===== config.mk =====
export PLATFORM = sky130hd
export DESIGN_NAME = mpy_seq
export DESIGN_NICKNAME = d
export VERILOG_FILES = /design/src/rtl/mpy_seq_pkg.sv /design/src/rtl/mpy_seq_dec.sv /design/src/rtl/mpy_seq_mul.sv /design/src/rtl/mpy_seq_rf.sv /design/src/rtl/mpy_seq.sv
export SDC_FILE = /design/constraint.sdc
export NUM_CORES = 2
export LEC_CHECK = 0
export BUFFER_PORTS_ARGS = -buffer_cell sky130_fd_sc_hd__buf_2
export CAP_MARGIN = 0
export CORE_ASPECT_RATIO = 0.7
export CORE_MARGIN = 2
export CORE_UTILIZATION = 65
export DETAILED_ROUTE_END_ITERATION = 12
export PLACE_DENSITY = 0.83
export SYNTH_ARGS = -nofsm -noshare
export SYNTH_HDL_FRONTEND = slang
export SYNTH_SLANG_ARGS = --single-unit

===== constraint.sdc =====
create_clock -name clk_i -period 10.97 [get_ports clk_i]
set_clock_uncertainty 0.15 [all_clocks]
set_input_delay 2.194 -clock clk_i [delete_from_list [all_inputs] [get_ports clk_i]]
set_output_delay 2.194 -clock clk_i [all_outputs]
set_load 0.02 [all_outputs]

===== src/rtl/mpy_seq_pkg.sv =====
package mpy_seq_pkg;
  localparam int unsigned XLEN  = 32;
  localparam int unsigned AW    = 24;
  localparam int unsigned OP_W  = 4;
  localparam int unsigned RI_W  = 4;
  localparam int unsigned OP_N  = 1 << OP_W;
  localparam logic [OP_W-1:0] OP_MPY = 4'd5;
  localparam logic [2:0] SIZE_WORD = 3'd4;

  typedef enum logic [2:0] {
    S_FETCH_REQ,
    S_FETCH_WAIT,
    S_DECODE,
    S_EXEC_REQ,
    S_EXEC_WAIT,
    S_WRITEBACK
  } state_e;
endpackage


===== src/rtl/mpy_seq_dec.sv =====
module mpy_seq_dec #(
  parameter int unsigned OP_W = 4,
  localparam int unsigned OP_N = 1 << OP_W
) (
  input  logic [OP_W-1:0] op_i,
  output logic [OP_N-1:0] hot_o
);
  for (genvar i = 0; i < OP_N; i++) begin : g_line
    assign hot_o[i] = (op_i == OP_W'(i));
  end
endmodule


===== src/rtl/mpy_seq_mul.sv =====
module mpy_seq_mul #(
  parameter int unsigned DW = 32
) (
  input  logic [DW-1:0] a_i,
  input  logic [DW-1:0] b_i,
  output logic [DW-1:0] y_o
);
  // low DW bits of a two's-complement product do not depend on signedness
  assign y_o = a_i * b_i;
endmodule


===== src/rtl/mpy_seq_rf.sv =====
module mpy_seq_rf #(
  parameter int unsigned DW = 32,
  parameter int unsigned IW = 4,
  localparam int unsigned DEPTH = 1 << IW
) (
  input  logic          clk_i,
  input  logic          rst_ni,
  input  logic          we_a_i,
  input  logic [IW-1:0] idx_a_i,
  input  logic [DW-1:0] wd_a_i,
  input  logic          we_b_i,
  input  logic [IW-1:0] idx_b_i,
  input  logic [DW-1:0] wd_b_i,
  input  logic [IW-1:0] ra_idx_i,
  output logic [DW-1:0] ra_data_o,
  input  logic [IW-1:0] rb_idx_i,
  output logic [DW-1:0] rb_data_o
);
  logic [DW-1:0] regs_q [DEPTH];

  for (genvar i = 0; i < DEPTH; i++) begin : g_reg
    always_ff @(posedge clk_i or negedge rst_ni) begin
      if (!rst_ni)                               regs_q[i] <= '0;
      else if (we_a_i && idx_a_i == IW'(i))      regs_q[i] <= wd_a_i;
      else if (we_b_i && idx_b_i == IW'(i))      regs_q[i] <= wd_b_i;
    end
  end

  assign ra_data_o = regs_q[ra_idx_i];
  assign rb_data_o = regs_q[rb_idx_i];

  // port A (core) wins a same-index collision
  p_core_wins_r9: assert property (@(posedge clk_i) disable iff (!rst_ni)
    (we_a_i && we_b_i && idx_a_i == idx_b_i) |=> regs_q[$past(idx_a_i)] == $past(wd_a_i));
endmodule


===== src/rtl/mpy_seq.sv =====
module mpy_seq
  import mpy_seq_pkg::*;
#(
  parameter int unsigned    MEM_LAT   = 100,
  parameter logic [AW-1:0]  RESET_VEC = 24'h000100
) (
  input  logic             clk_i,
  input  logic             rst_ni,
  output logic             mem_cs_o,
  output logic             mem_rd_o,
  output logic [2:0]       mem_size_o,
  output logic [AW-1:0]    mem_addr_o,
  input  logic [XLEN-1:0]  mem_rdata_i,
  input  logic             host_we_i,
  input  logic [RI_W-1:0]  host_idx_i,
  input  logic [XLEN-1:0]  host_wdata_i,
  input  logic [RI_W-1:0]  host_ridx_i,
  output logic [XLEN-1:0]  host_rdata_o,
  output logic [AW-1:0]    pc_o,
  output logic             retire_o
);
  localparam int unsigned     CNT_W    = $clog2(MEM_LAT + 1);
  localparam logic [CNT_W-1:0] CNT_LOAD = CNT_W'(MEM_LAT - 1);
  localparam logic [OP_N-1:0]  MPY_LINE = OP_N'(1) << OP_MPY;

  state_e           st_q;
  logic [AW-1:0]    pc_q, mar_q;
  logic [XLEN-1:0]  mdr_q, ir_q;
  logic [CNT_W-1:0] cnt_q;

  logic [OP_N-1:0]  op_hot;
  logic             is_mpy, is_nop, access, core_we;
  logic [XLEN-1:0]  reg_val, alu_y;

  wire [OP_W-1:0] ir_op  = ir_q[XLEN-1 -: OP_W];
  wire [RI_W-1:0] ir_reg = ir_q[XLEN-OP_W-1 -: RI_W];
  wire [AW-1:0]   ir_adr = ir_q[AW-1:0];

  mpy_seq_dec #(.OP_W(OP_W)) u_dec (.op_i(ir_op), .hot_o(op_hot));

  assign is_mpy = |(op_hot & MPY_LINE);
  assign is_nop = |(op_hot & ~MPY_LINE);

  mpy_seq_rf #(.DW(XLEN), .IW(RI_W)) u_rf (
    .clk_i    (clk_i),
    .rst_ni   (rst_ni),
    .we_a_i   (core_we),
    .idx_a_i  (ir_reg),
    .wd_a_i   (alu_y),
    .we_b_i   (host_we_i),
    .idx_b_i  (host_idx_i),
    .wd_b_i   (host_wdata_i),
    .ra_idx_i (ir_reg),
    .ra_data_o(reg_val),
    .rb_idx_i (host_ridx_i),
    .rb_data_o(host_rdata_o)
  );

  mpy_seq_mul #(.DW(XLEN)) u_mul (.a_i(reg_val), .b_i(mdr_q), .y_o(alu_y));

  always_ff @(posedge clk_i or negedge rst_ni) begin
    if (!rst_ni) begin
      st_q  <= S_FETCH_REQ;
      pc_q  <= RESET_VEC;
      mar_q <= '0;
      mdr_q <= '0;
      ir_q  <= '0;
      cnt_q <= '0;
    end else begin
      unique case (st_q)
        S_FETCH_REQ: begin
          mar_q <= pc_q;
          cnt_q <= CNT_LOAD;
          st_q  <= S_FETCH_WAIT;
        end
        S_FETCH_WAIT: begin
          if (cnt_q == '0) begin
            mdr_q <= mem_rdata_i;
            ir_q  <= mem_rdata_i;
            pc_q  <= pc_q + AW'(4);
            st_q  <= S_DECODE;
          end else begin
            cnt_q <= cnt_q - 1'b1;
          end
        end
        S_DECODE: begin
          if (is_mpy) begin
            mar_q <= ir_adr;
            st_q  <= S_EXEC_REQ;
          end else begin
            st_q  <= S_FETCH_REQ;
          end
        end
        S_EXEC_REQ: begin
          cnt_q <= CNT_LOAD;
          st_q  <= S_EXEC_WAIT;
        end
        S_EXEC_WAIT: begin
          if (cnt_q == '0) begin
            mdr_q <= mem_rdata_i;
            st_q  <= S_WRITEBACK;
          end else begin
            cnt_q <= cnt_q - 1'b1;
          end
        end
        S_WRITEBACK: st_q <= S_FETCH_REQ;
        default:     st_q <= S_FETCH_REQ;
      endcase
    end
  end

  assign access     = (st_q == S_FETCH_WAIT) || (st_q == S_EXEC_WAIT);
  assign core_we    = (st_q == S_WRITEBACK);
  assign mem_cs_o   = access;
  assign mem_rd_o   = access;
  assign mem_size_o = access ? SIZE_WORD : 3'd0;
  assign mem_addr_o = mar_q;
  assign pc_o       = pc_q;
  assign retire_o   = core_we || (st_q == S_DECODE && is_nop);

  p_bus_pair_r2: assert property (@(posedge clk_i) disable iff (!rst_ni)
    mem_cs_o ? (mem_rd_o && mem_size_o == SIZE_WORD) : (!mem_rd_o && mem_size_o == 3'd0));

  p_wait_load_r2: assert property (@(posedge clk_i) disable iff (!rst_ni)
    $rose(mem_cs_o) |-> cnt_q == CNT_LOAD);

  p_addr_hold_r5: assert property (@(posedge clk_i) disable iff (!rst_ni)
    (mem_cs_o && $past(mem_cs_o)) |-> $stable(mem_addr_o));

  p_pc_step_r3: assert property (@(posedge clk_i) disable iff (!rst_ni)
    (st_q == S_FETCH_WAIT && cnt_q == '0) |=> pc_o == $past(pc_o) + AW'(4));

  p_nop_skip_r7: assert property (@(posedge clk_i) disable iff (!rst_ni)
    (st_q == S_DECODE && is_nop) |=> (st_q == S_FETCH_REQ && !mem_cs_o));

  p_retire_pulse_r8: assert property (@(posedge clk_i) disable iff (!rst_ni)
    retire_o |=> !retire_o);
endmodule


==> impl_metrics.env <==
export IMPL_grt_pass1_wl_um=249000
export IMPL_yosysSeqAreaShare_pct=30.1
export IMPL_layout_min_cycle_time_ns=10.38
export IMPL_min_path_cells=2
export IMPL_synth_top_area_share_pct=30.1
export IMPL_layout_drive_gt1_share_pct=18.3
export IMPL_critPathRequiredTime_ns=11.38
export IMPL_final_util_pct=70.0
export IMPL_critPathLaunchType="flip-flop"
export IMPL_synth_top_flop_cell="dfrtp_1"
export IMPL_critical_path_class="flip-flop to flip-flop"
export IMPL_yosysWarnings=0
export IMPL_cts_sinks=632
export IMPL_setup_viol=0
export IMPL_max_cap_violations=0
export IMPL_via_count=40791
export IMPL_hold_violations=0
export IMPL_r2r_slack_ns=0.59
export IMPL_worst_pin_slew_ns=1.29
export IMPL_async_flop_share_pct=100
export IMPL_wl_per_cell_um=26.6
export IMPL_rows=87
export IMPL_worst_r2r_path_depth=26
export IMPL_arrival_ns=10.80
export IMPL_cpMaxStageDelayCell="dfrtp_4"
export IMPL_cts_hold_buf=0
export IMPL_grt_pass1_vias=42095
export IMPL_routabilityCongestion=0.927
export IMPL_layout_common_cells="dfrtp_1 (627), nand2_1 (533), inv_1 (442), mux2i_1 (428), fa_1 (408)"
export IMPL_die_area_um2=83000
export IMPL_htreeDepth=2
export IMPL_synth_cell_types=63
export IMPL_synth_area_leader_cell="dfrtp_1"
export IMPL_drtPass1Iterations=6
export IMPL_status="finished, final reports clean"
export IMPL_dp_hpwl_um=102000
export IMPL_cp_end_kind="flip-flop"
export IMPL_cts_root_buffer="clkbuf_16"
export IMPL_holdPathEnd="mem_addr_o[1]$_DFFE_PN0P_"
export IMPL_tns_ns=0
export IMPL_cts_tree="done"
export IMPL_regToRegStartpoint="ir_q[24]$_DFFE_PN0P_"
export IMPL_synth_edf_count=0
export IMPL_syn_area_per_cell_um2=10.5
export IMPL_ant_nets=0
export IMPL_hp_start="ir_q[1]$_DFFE_PN0P_"
export IMPL_clk_path_buf_depth=3
export IMPL_clkSlewWorstSetupHoldPaths_ns=0.07
export IMPL_drc=0
export IMPL_max_slew_margin_rel_pct=13.9
export IMPL_start_util_pct=65.4
export IMPL_cts_setup_buffers=0
export IMPL_layout_commonest_cell="dfrtp_1"
export IMPL_grt_start_max_net_pins=166
export IMPL_synth_area_top_cells="dfrtp_1 (30%), fa_1 (16%), mux4_2 (13%)"
export IMPL_synth_cell_area_um2=52500
export IMPL_regToRegEndpoint="u_rf.regs_q[189]$_DFFE_PN0P_"
export IMPL_crit_top_cell="fa_1"
export IMPL_setup_ws_ns=0.589
export IMPL_hold_class="flip-flop to flip-flop"
export IMPL_nets=5505
export IMPL_wl_um=160000
export IMPL_gr_total_overflow=0
export IMPL_numCtsBuffers=60
export IMPL_clkLatencyLatePin_ns=0.68
export IMPL_via_per_inst=6.77
export IMPL_ys_seq_elements=632
export IMPL_grt_antenna_before_repair=15
export IMPL_pre_cts_ws_ns=0.893
export IMPL_drv_slew=0
export IMPL_netlist_instances=4978
export IMPL_core_region_area_um2=80200
export IMPL_crit_fanout=40
export IMPL_port_buffer_count=156
export IMPL_period_share_pct=94.6
export IMPL_rsz0062_at_grt="false"
export IMPL_die_width_um=344
export IMPL_io_pins=161
export IMPL_die_height_um=242
export IMPL_ctsResizeCount=0
export IMPL_grt_usage_pct=39.2
export IMPL_first_iter_violations=5543
export IMPL_slowest_delay_ns=1.00
export IMPL_area_growth_syn_to_layout_pct=7.08
export IMPL_max_freq_ghz=0.0963
-- sequential cells by signal, summed over array words and instances (netlist names) --
name         count
ir_q            32
pc_o            22
mdr_q           32
mem_addr_o      24
cnt_q            7
st_q             3
u_rf.regs_q    512
-- kinds of logic after synthesis --
logic type	Yosys count	share of synthesized area (%)
xor gates and xnor gates	105	1.97
adders and majority gates	534	18.6
DFF	632	30.1
AOI/OAI and AO/OA	682	7.07
buffers and inverters	857	6.46
other	1	0.00715
and+or+nand+nor	1258	11.0
muxes	909	24.8
-- cell type report --
class                   instances  area, µm²
well taps                    1068       1340
flip-flops and latches        632      15800
clock inverters                29        347
clock buffers                  82       1680
inverters                     444       1670
repair buffers                266       1720
multi-input cells            3492      33600
diodes                         12       30.0
fillers                      5500      24000
-- stage by stage --
step	cells	cell area [µm²]	hold slack, ns
6_report	6025	56200	0.352
5_1_grt	6020	56200	0.378
4_1_cts	6013	56200	0.353
3_5_place_dp	5902	54100	0.341
3_3_place_gp	5902	54100	0.306
2_1_floorplan	4981	52500	0.296
-- worst max-delay path: cells and delay by family, from the launching register on --
kind / cells / cell delay [ns]
buf+inv: 5 / 0.75
flops: 1 / 1.00
compound gates: 4 / 1.42
fa+ha+maj: 9 / 3.84
simple gates: 6 / 1.91
mux: 2 / 1.13
-- worst max path at each step --
stage	to	startpoint	slack, ns	depth (start not counted)
floorplan	u_rf.regs_q[30]$_DFFE_PN0P_	ir_q[25]$_DFFE_PN0P_	1.64	31
global placement	u_rf.regs_q[30]$_DFFE_PN0P_	ir_q[24]$_DFFE_PN0P_	1.05	31
detailed placement	u_rf.regs_q[189]$_DFFE_PN0P_	ir_q[24]$_DFFE_PN0P_	0.89	25
CTS	u_rf.regs_q[189]$_DFFE_PN0P_	ir_q[24]$_DFFE_PN0P_	0.81	28
global route	u_rf.regs_q[445]$_DFFE_PN0P_	ir_q[24]$_DFFE_PN0P_	0.23	28
finish	u_rf.regs_q[189]$_DFFE_PN0P_	ir_q[24]$_DFFE_PN0P_	0.59	26
-- routing by layer --
metal	wire (µm)	vias up	global-route usage (%)	part of all wire, %
met2	68000	3248	54.9	42
met3	24100	688	13.6	15
met1	59200	20267	55.0	37
li1	-	16580	-	-
met5	64	-	0	0.040
met4	8830	8	18.8	5.5
-- synthesized netlist by cell type, types with 25 or more instances --
cell	number
a21o_1	26
mux2i_1	435
fa_1	408
nor2b_1	39
a21oi_1	297
inv_1	442
buf_1	25
clkbuf_1	339
xnor2_1	66
ha_1	126
nand2_1	540
a211oi_1	42
dfrtp_1	631
and2_1	307
xor2_1	31
mux4_2	294
mux2_2	179
o21ai_0	274
nor2_1	302
Power is left out: the tool's default activity adds up to more than one toggle a clock period on the data nets, which glitch-free logic cannot reach.
